==> config.mk <==
export PLATFORM = sky130hd
export DESIGN_NAME = clkout_divider
export DESIGN_NICKNAME = d
export VERILOG_FILES = /design/src/rtl/cko_pkg.sv /design/src/rtl/cko_half_counter.sv /design/src/rtl/cko_seq.sv /design/src/rtl/cko_out_gate.sv /design/src/rtl/clkout_divider.sv
export SDC_FILE = /design/constraint.sdc
export NUM_CORES = 1
export LEC_CHECK = 0
export ABC_AREA = 1
export ABC_CLOCK_PERIOD_IN_PS = 3800
export BUFFER_PORTS_ARGS = -buffer_cell sky130_fd_sc_hd__buf_4
export CORE_AREA = 2 2 39 41
export DETAILED_ROUTE_END_ITERATION = 12
export DIE_AREA = 0 0 41 43
export GPL_ROUTABILITY_DRIVEN = 0
export PLACE_DENSITY_LB_ADDON = 0.25
export SYNTH_ARGS = -nofsm -noshare
export SYNTH_HDL_FRONTEND = slang
export SYNTH_SLANG_ARGS = --single-unit
==> constraint.sdc <==
create_clock -name clk_i -period 3.8 [get_ports clk_i]
set_input_delay 0.76 -clock clk_i [delete_from_list [all_inputs] [get_ports clk_i]]
set_output_delay 0.76 -clock clk_i [all_outputs]
set_load 0.02 [all_outputs]
==> src/rtl/cko_pkg.sv <==
`timescale 1ns/100ps
package cko_pkg;

    typedef enum logic [1:0] {
        ST_MUTE   = 2'd0,
        ST_DIVIDE = 2'd1,
        ST_FOLLOW = 2'd2
    } ck_state_e;

    // Target behaviour chosen at a boundary reload.
    function automatic ck_state_e pick_state(input logic off, input logic follow);
        if (off) begin
            return ST_MUTE;
        end else if (follow) begin
            return ST_FOLLOW;
        end
        return ST_DIVIDE;
    endfunction

endpackage

==> src/rtl/cko_half_counter.sv <==
`timescale 1ns/100ps
module cko_half_counter #(
    parameter int W = 3
) (
    input  logic         clk_i,
    input  logic         rst_ni,
    input  logic         clear_i,
    input  logic [W-1:0] half_i,
    output logic [W-1:0] cnt_o,
    output logic         last_o
);

    localparam logic [W-1:0] STEP = W'(1);

    logic [W-1:0] cnt_q;

    // Last cycle of the current half period.
    assign last_o = (cnt_q == (half_i - STEP));
    assign cnt_o  = cnt_q;

    always_ff @(posedge clk_i or negedge rst_ni) begin
        if (!rst_ni) begin
            cnt_q <= '0;
        end else if (clear_i || last_o) begin
            cnt_q <= '0;
        end else begin
            cnt_q <= cnt_q + STEP;
        end
    end

endmodule

==> src/rtl/cko_seq.sv <==
`timescale 1ns/100ps
module cko_seq
    import cko_pkg::*;
#(
    parameter int CODE_W = 3
) (
    input  logic              clk_i,
    input  logic              rst_ni,
    input  logic [CODE_W-1:0] code_i,
    input  logic              off_i,
    input  logic              last_i,
    input  logic [CODE_W-1:0] cnt_i,
    output ck_state_e         state_o,
    output logic              level_o,
    output logic [CODE_W-1:0] half_o,
    output logic              clear_o,
    output logic              boundary_o
);

    localparam logic [CODE_W-1:0] FOLLOW_CODE = '1;
    localparam logic [CODE_W-1:0] ONE         = CODE_W'(1);

    ck_state_e         state_q, state_d, target;
    logic              level_q, level_d;
    logic [CODE_W-1:0] half_q, half_d;
    logic              boundary;

    assign target   = pick_state(off_i, code_i == FOLLOW_CODE);
    assign boundary = (state_q != ST_DIVIDE) || (last_i && !level_q);

    // Next-state decode: every transition is the boundary reload.
    always_comb begin
        state_d = state_q;
        unique case (state_q)
            ST_MUTE:   state_d = target;
            ST_FOLLOW: state_d = target;
            ST_DIVIDE: if (boundary) state_d = target;
            default:   state_d = ST_MUTE;
        endcase
    end

    // Output level and latched half length.
    always_comb begin
        level_d = level_q;
        half_d  = half_q;
        if (boundary) begin
            level_d = (target == ST_DIVIDE);
            if (target == ST_DIVIDE) begin
                half_d = code_i + ONE;
            end
        end else if (last_i) begin
            level_d = ~level_q;
        end
    end

    // Reset state stands at a boundary with the divide-by-two setting.
    always_ff @(posedge clk_i or negedge rst_ni) begin
        if (!rst_ni) begin
            state_q <= ST_DIVIDE;
            level_q <= 1'b0;
            half_q  <= ONE;
        end else begin
            state_q <= state_d;
            level_q <= level_d;
            half_q  <= half_d;
        end
    end

    assign state_o    = state_q;
    assign level_o    = level_q;
    assign half_o     = half_q;
    assign clear_o    = (state_q != ST_DIVIDE);
    assign boundary_o = boundary;

    // half-period counter stays inside the latched half length
    a_r1_cnt_in_half: assert property (@(posedge clk_i) disable iff (!rst_ni)
        (state_q == ST_DIVIDE) |-> (cnt_i < half_q));

    // level holds until the counter reaches the end of a half
    a_r1_level_holds: assert property (@(posedge clk_i) disable iff (!rst_ni)
        (state_q == ST_DIVIDE && !last_i) |=> $stable(level_q));

    // ratio only reloads at a boundary
    a_r4_ratio_locked: assert property (@(posedge clk_i) disable iff (!rst_ni)
        !boundary |=> $stable(half_q));

    // divide state is kept between boundaries
    a_r4_state_locked: assert property (@(posedge clk_i) disable iff (!rst_ni)
        (state_q == ST_DIVIDE && !boundary) |=> (state_q == ST_DIVIDE));

endmodule

==> src/rtl/cko_out_gate.sv <==
`timescale 1ns/100ps
module cko_out_gate
    import cko_pkg::*;
(
    input  logic      clk_i,
    input  logic      rst_ni,
    input  ck_state_e state_i,
    input  logic      level_i,
    output logic      clk_o
);

    logic follow_q;

    // Updated while the clock is low so the gate never cuts a pulse.
    always_ff @(negedge clk_i or negedge rst_ni) begin
        if (!rst_ni) begin
            follow_q <= 1'b0;
        end else begin
            follow_q <= (state_i == ST_FOLLOW);
        end
    end

    assign clk_o = level_i | (follow_q & clk_i);

    // quiet state drives neither the level nor the gate
    a_r3_mute_quiet: assert property (@(posedge clk_i) disable iff (!rst_ni)
        (state_i == ST_MUTE) |-> (!follow_q && !level_i));

    // pass-through opens the gate and parks the level low
    a_r2_follow_gated: assert property (@(posedge clk_i) disable iff (!rst_ni)
        (state_i == ST_FOLLOW) |-> (follow_q && !level_i));

endmodule

==> src/rtl/clkout_divider.sv <==
`timescale 1ns/100ps
module clkout_divider
    import cko_pkg::*;
#(
    parameter int CODE_W = 3
) (
    input  logic              clk_i,
    input  logic              rst_ni,
    input  logic [CODE_W-1:0] div_code_i,
    input  logic              out_off_i,
    output logic              clk_o
);

    ck_state_e         state;
    logic              level;
    logic [CODE_W-1:0] half_len;
    logic [CODE_W-1:0] cnt;
    logic              last;
    logic              clear;
    logic              boundary;

    cko_half_counter #(.W(CODE_W)) u_cnt (
        .clk_i   (clk_i),
        .rst_ni  (rst_ni),
        .clear_i (clear),
        .half_i  (half_len),
        .cnt_o   (cnt),
        .last_o  (last)
    );

    cko_seq #(.CODE_W(CODE_W)) u_seq (
        .clk_i      (clk_i),
        .rst_ni     (rst_ni),
        .code_i     (div_code_i),
        .off_i      (out_off_i),
        .last_i     (last),
        .cnt_i      (cnt),
        .state_o    (state),
        .level_o    (level),
        .half_o     (half_len),
        .clear_o    (clear),
        .boundary_o (boundary)
    );

    cko_out_gate u_gate (
        .clk_i   (clk_i),
        .rst_ni  (rst_ni),
        .state_i (state),
        .level_i (level),
        .clk_o   (clk_o)
    );

    // leaving mute or follow for a divided code raises the level next edge
    a_r6_entry_rises: assert property (@(posedge clk_i) disable iff (!rst_ni)
        (state != ST_DIVIDE && boundary && !out_off_i && div_code_i != '1)
        |=> (level && state == ST_DIVIDE));

endmodule

### After elaboration in Yosys (flattened, before gate mapping)

Index checks and enable logic that the tools add are counted.

* input bits: 6
* register bits: 10
* word-level logic and storage cells: 36

* mux-type cells: 10
* add/subtract/negate cells: 3
* reductions and logical operators: 8
* bitwise operators: 3
* equality and inequality tests: 7

Operators by type and width (count)
* $mux 2: 4
* $add 3x1->3 const B: 2
* $eq 2x1->1 const B: 2
* $mux 1: 4
* $pmux 2 s2: 1
* $eq 3x3->1: 1
* $eq 3x3->1 const B: 1
* $mux 3: 1
* $sub 3x1->3 const B: 1
* $eq 2x2->1 const B: 1
* $logic_not 2->1: 1
* $logic_or 1x1->1: 2
* $ne 2x1->1 const B: 1
* $ne 2x2->1 const B: 1
* $reduce_and 2->1: 1
* $reduce_bool 2->1: 1
* $reduce_or 2->1: 1
* $and 1x1->1: 1
* $logic_and 1x1->1: 1
* $logic_not 1->1: 1
* $not 1->1: 1
* $or 1x1->1: 1

### Depth between registers and ports, before layout

Gate-level depths: netlist of the first run.

* word-level depth: 6
* mapped depth: 11
* depth with buffers taken out: 11

### Cells and area by module

From an unflattened synthesis of the first run, not the netlist that was laid out.

* cell total of the unflattened synthesis: 72
* area total of the unflattened synthesis: 570.5 sq um

By module, submodules not included
* cko_seq: sequential area each 152.6 sq um, area each 304.0 sq um, times used 1, cells each 34
* cko_half_counter: sequential area each 75.1 sq um, area each 220.2 sq um, times used 1, cells each 32
* cko_out_gate: sequential area each 25.0 sq um, area each 46.3 sq um, times used 1, cells each 6

==> results of run 1 <==
-- area by class of cell --
type / instances / area, µm²
clock buffer: 8 / 56.3
inverter: 13 / 48.8
fill: 148 / 697
timing repair buffer: 5 / 37.5
multi-input combinational: 47 / 272
tap: 16 / 20.0
sequential: 10 / 253
-- worst min path at each step --
stage	start	slack (ns)	to
after global placement	u_seq.half_o[1]	0.46	u_seq.half_o[1]
final	rst_ni	0.20	u_seq.half_o[2]
after global routing	rst_ni	0.20	u_seq.half_o[2]
after CTS	rst_ni	0.20	u_seq.half_o[2]
after floorplan	u_seq.half_o[1]	0.44	u_seq.half_o[1]
after detailed placement	u_seq.half_o[0]	0.48	u_seq.half_o[0]
-- layer usage --
layer  vias to the layer above  global-route usage [%]
met5                         -                       0
met3                         4                    6.28
met2                        11                    17.2
met1                       195                    14.7
met4                         0                    15.3
li1                        238                       -
-- flip-flops by register name (all words and copies together), names as in the netlist --
signal,cells
u_cnt.cnt_o,3
u_gate.follow_q,1
u_seq.half_o,3
u_seq.level_o,1
u_seq.state_o,2
-- cells in the final DEF (no fill, tap or decap), types with 2 or more instances in the layout --
cell / synthesis / final
nand2_1: 24 / 24
buf_4: 0 / 6
inv_1: 12 / 12
nand2_4: 2 / 2
clkbuf_4: 0 / 6
dfstp_2: 2 / 2
ha_1: 4 / 4
nor2_1: 4 / 4
nand3_1: 5 / 5
dfrtp_1: 7 / 7
-- where the power goes --
part	switching (mW)	internal, mW
Sequential	0.0280	0.152
Combinational	0.138	0.0887
Clock	0.0511	0.0820
Total	0.217	0.322
-- per-stage QoR --
stage          hold WS [ns]  cell area, µm²
2_1_floorplan         0.442             573
3_3_place_gp          0.458             638
3_5_place_dp          0.477             638
4_1_cts               0.202             687
5_1_grt               0.198             687
6_report              0.200             687
-- logic make-up after synthesis --
kind of cell             Yosys count  synth area share, %
AND/OR/NAND/NOR                   40                 35.4
buffers and inverters             13                 8.51
flip-flops                        10                 44.1
adder cells (fa/ha/maj)            4                 8.73
AO/OA/AOI/OAI                      2                 1.75
XOR/XNOR                           1                 1.53
==> impl_metrics.py, run 1 <==
metrics = {
    "timing": {
        "setup_violations": 0,
        "rsz0062_at_grt": "false",
        "finalHoldViolations": 0,
        "finalSetupTns_ns": 0,
        "worst_slew_pin_slew_ns": 0.218,
        "maxSlewViolCount": 0,
        "maxSlewHeadroom_pct": 85.4,
        "fin_ws_ns": 0.141,
        "final.setup_skew_ns": 0.0177,
    },
    "global_route": {
        "grt_first_pass_wirelength_um": 1440,
        "grt-ovfl-total": 0,
        "grt_pass1_vias": 389,
        "antenna_found_initial": 0,
        "grt_usage_pct": 13.6,
        "grt_max_degree": 11,
    },
    "synth": {
        "yosysMostFrequentCell": "nand2_1",
        "yosysTopAreaCell": "dfrtp_1",
        "synth.yosys.seq_area_share_pct": 44.1,
        "netlist-cell-type-count": 18,
        "syn-cell-area_um2": 573,
        "async_flop_share_pct": 100,
        "ys.flop_type": "dfrtp_1",
        "synth_warnings": 0,
        "synth_commonest_cells": "nand2_1, inv_1, dfrtp_1, nand3_1",
        "ys_top_cells_by_area": "dfrtp_1, nand2_1, dfstp_2",
        "synth_edf_count": 0,
        "syn-num-nets": 80,
        "synth.avg_cell_area_um2": 8.19,
        "synth_top_area_share_pct": 30.6,
        "ys_seq_elements": 10,
        "syn_inst": 70,
    },
    "clocking": {
        "postCtsSetupRepairBufs": 0,
        "clk_pin_slew_ns": 0.06,
        "cts_tree": "done",
        "hold_buffers": 0,
        "ctsResizeCount": 0,
        "clk-insertion-delay-late_ns": 0.39,
    },
    "pwr": {
        "power_uw": 539,
        "powerDensity_mw_per_mm2": 785,
        "ir_drop_mv": 0.389,
        "leakage_nw": 0.384,
    },
    "drt": {
        "wl_met1_um": 392,
        "drt_iter0_markers": 2,
        "wl_per_cell_um": 8.92,
        "routed_wl_um": 883,
        "drt-pass1-iter-count": 2,
        "drc": 0,
        "num_vias": 448,
        "ant_nets": 0,
        "viasPerCell": 4.53,
        "wl_met3_um": 40,
        "top_layer_used": "met4",
        "dr_wl_met2_um": 407,
    },
    "layout": {
        "area_delta_synth_final_pct": 19.9,
        "nNetsFinal": 94,
        "fin_cells": 99,
        "drive_gt1_share_pct": 25.3,
        "antenna_cells": 0,
        "final_core_util_pct": 49.6,
    },
    "min_path": {
        "hp-class": "in -> async",
    },
    "floorplanning": {
        "die_area_mm2": 0.00176,
        "die_w_um": 41,
        "io_pins": 7,
        "core_region_area_mm2": 0.00138,
        "core.rowCount": 14,
        "start_util_pct": 41.4,
        "fp.dieH_um": 43,
    },
    "critical_path": {
        "path_max_fanout": 1,
        "r2r_end": "u_gate.follow_q",
        "endpoint": "clk_o",
        "slowest_stage": "dfrtn_1",
        "crit_start": "u_gate.follow_q",
        "r2r_slack_ns": 1.19,
        "endpoint_kind": "primary output",
        "cp_cell_sequence": "nand2_1 > nand2_1 > buf_4",
        "crit_arrival_ns": 2.90,
        "crit_top_cell": "nand2_1",
        "crit_required_ns": 3.04,
        "r2r_cells": 1,
        "critPathBufInv": 1,
        "crit_cells": 3,
        "worstSetupStartpointType": "flip-flop",
        "criticalPathCategory": "reg -> out",
        "cp_top_family": "flip-flops",
        "slowest_delay_ns": 0.39,
        "reg2reg_from": "u_seq.state_o[0]",
    },
    "place": {
        "dp_hpwl_um": 715,
        "post-place-ws_ns": 0.553,
        "port_buffers": 6,
        "dp.cells": 92,
    },
    "job": {
        "drv_cap": 0,
    },
    "status": {
        "outcome": "finished, final reports clean",
    },
}
No activity file was read; power rests on OpenSTA's default activity.
==> run 2, diff against run 1 <==
==> constraint.sdc (replaced) <==
create_clock -name clk_i -period 3.8 [get_ports clk_i]
set_input_delay 0.19 -clock clk_i [delete_from_list [all_inputs] [get_ports clk_i]]
set_output_delay 0.19 -clock clk_i [all_outputs]
set_load 0.02 [all_outputs]
==> run 2 against run 1 <==
Register-to-register slack about the same. Highest routed layer unchanged. Die area unchanged. Sequential power is essentially flat. Largest power group unchanged. Largest cell class unchanged. Global-route usage up 1.7 points. Sequential cell count did not move. First-iteration DRC count grew to 2.5 times the previous value. Combinational power rose by 2%. Critical path type unchanged.
==> impl_metrics.py, run 2 (synthesis gave the netlist of run 1 again) <==
metrics = {
    "status": {
        "outcome": "finished, final reports clean",
    },
    "critical_path": {
        "r2r_end": "u_gate.follow_q",
        "endpoint_kind": "primary output",
        "worstSetupStartpointType": "flip-flop",
        "slowest_stage": "dfrtn_1",
        "critPathBufInv": 1,
        "criticalPathCategory": "reg -> out",
        "cp_cell_sequence": "nand2_1 > nand2_1 > buf_4",
        "r2r_slack_ns": 1.19,
        "crit_required_ns": 3.61,
        "r2r_cells": 1,
        "slowest_delay_ns": 0.40,
        "cp_top_family": "flip-flops",
        "crit_arrival_ns": 2.91,
        "path_max_fanout": 1,
        "reg2reg_from": "u_seq.state_o[0]",
        "crit_top_cell": "nand2_1",
    },
    "clocking": {
        "clk_pin_slew_ns": 0.06,
        "cts_tree": "done",
        "clk-insertion-delay-late_ns": 0.38,
        "ctsResizeCount": 0,
    },
    "layout": {
        "layout_common_cells": "nand2_1, inv_1, dfrtp_1",
        "layout_commonest_cell": "nand2_1",
        "area_delta_synth_final_pct": 23.4,
        "antenna_cells": 0,
        "fin_cells": 100,
        "nNetsFinal": 95,
        "drive_gt1_share_pct": 26.2,
    },
    "pwr": {
        "leakage_nw": 0.394,
        "power_uw": 560,
        "ir_drop_mv": 0.351,
        "powerDensity_mw_per_mm2": 792,
    },
    "drt": {
        "wl_met1_um": 397,
        "wl_per_cell_um": 9.25,
        "drt_iter0_markers": 5,
        "drt-pass1-iter-count": 4,
        "dr_wl_met2_um": 471,
        "wl_met3_um": 29,
        "drc": 0,
        "routed_wl_um": 925,
        "viasPerCell": 4.49,
        "top_layer_used": "met4",
        "ant_nets": 0,
        "num_vias": 449,
    },
    "floorplanning": {
        "io_pins": 7,
        "start_util_pct": 41.4,
        "core_region_area_mm2": 0.00138,
        "core.rowCount": 14,
        "die_area_mm2": 0.00176,
        "fp.dieH_um": 43,
        "die_w_um": 41,
    },
    "min_path": {
        "min_path_cells": 4,
        "hp-class": "in -> reg",
        "hold_path_end": "u_seq.half_o[0]",
        "hold_start": "div_code_i[0]",
    },
    "global_route": {
        "grt_max_degree": 11,
        "grt_usage_pct": 15.3,
        "grt_pass1_vias": 444,
        "grt_first_pass_wirelength_um": 1630,
        "grt-ovfl-total": 0,
        "antenna_found_initial": 0,
    },
    "timing": {
        "whs_ns": 0.0576,
        "maxSlewViolCount": 0,
        "final.setup_skew_ns": 0.0196,
        "finalHoldViolations": 0,
        "maxSlewHeadroom_pct": 85.3,
        "finalSetupTns_ns": 0,
        "rsz0062_at_grt": "false",
        "worst_slew_pin_slew_ns": 0.220,
        "setup_violations": 0,
    },
    "place": {
        "dp_hpwl_um": 734,
        "port_buffers": 6,
        "dp.cells": 92,
    },
    "job": {
        "drv_cap": 0,
    },
}
[run 2: cell count changes in the layout (fill, tap and decap cells not counted), sizes merged]
| cell | before | now |
|---|---|---|
| dlygate4sd3 | 0 | 1 |
[run 2: what timing repair did]
action / 4_1_cts / 5_1_grt
hold buffers: 1 / 0
endpoints found under the setup margin: 0 / 0
buffers inserted: 0 / 0
hold endpoints to repair: 9 / 0
[run 2: worst max-delay path by stage]
stage | end | cells past startpoint | from | slack (ns)
2_1_floorplan | clk_o | 2 | u_gate.follow_q | 1.15
3_3_place_gp | clk_o | 3 | u_gate.follow_q | 1.13
3_5_place_dp | clk_o | 3 | u_gate.follow_q | 1.12
4_1_cts | clk_o | 3 | u_gate.follow_q | 0.68
5_1_grt | clk_o | 3 | u_gate.follow_q | 0.63
6_report | clk_o | 3 | u_gate.follow_q | 0.70
[run 2: per-layer routing]
metal | global-route usage (%) | up-vias
li1 | - | 238
met1 | 15.2 | 201
met2 | 20.6 | 7
met3 | 6.81 | 3
met4 | 17.3 | 0
met5 | 0 | -
[run 2: final cells by class]
type / count / area, µm²
inverter: 13 / 48.8
multi-input combinational: 47 / 272
timing repair buffer: 6 / 47.5
sequential: 10 / 253
fill: 132 / 677
clock buffer: 8 / 66.3
tap: 16 / 20.0
[run 2: report_power, final]
part / switching (mW) / leakage (nW) / internal, mW
logic: 0.141 / 0.224 / 0.0896
registers: 0.0274 / 0.124 / 0.152
clock network: 0.0503 / 0.0455 / 0.0997
total: 0.219 / 0.394 / 0.341
[run 2: per-stage QoR]
stage | setup slack [ns] | utilization (%) | area [µm²]
2_1_floorplan | 1.15 | - | 573
3_3_place_gp | 1.13 | 46.1 | 638
3_5_place_dp | 1.12 | 46.1 | 638
4_1_cts | 0.677 | 51.1 | 707
5_1_grt | 0.628 | 51.1 | 707
6_report | 0.697 | 51.1 | 707
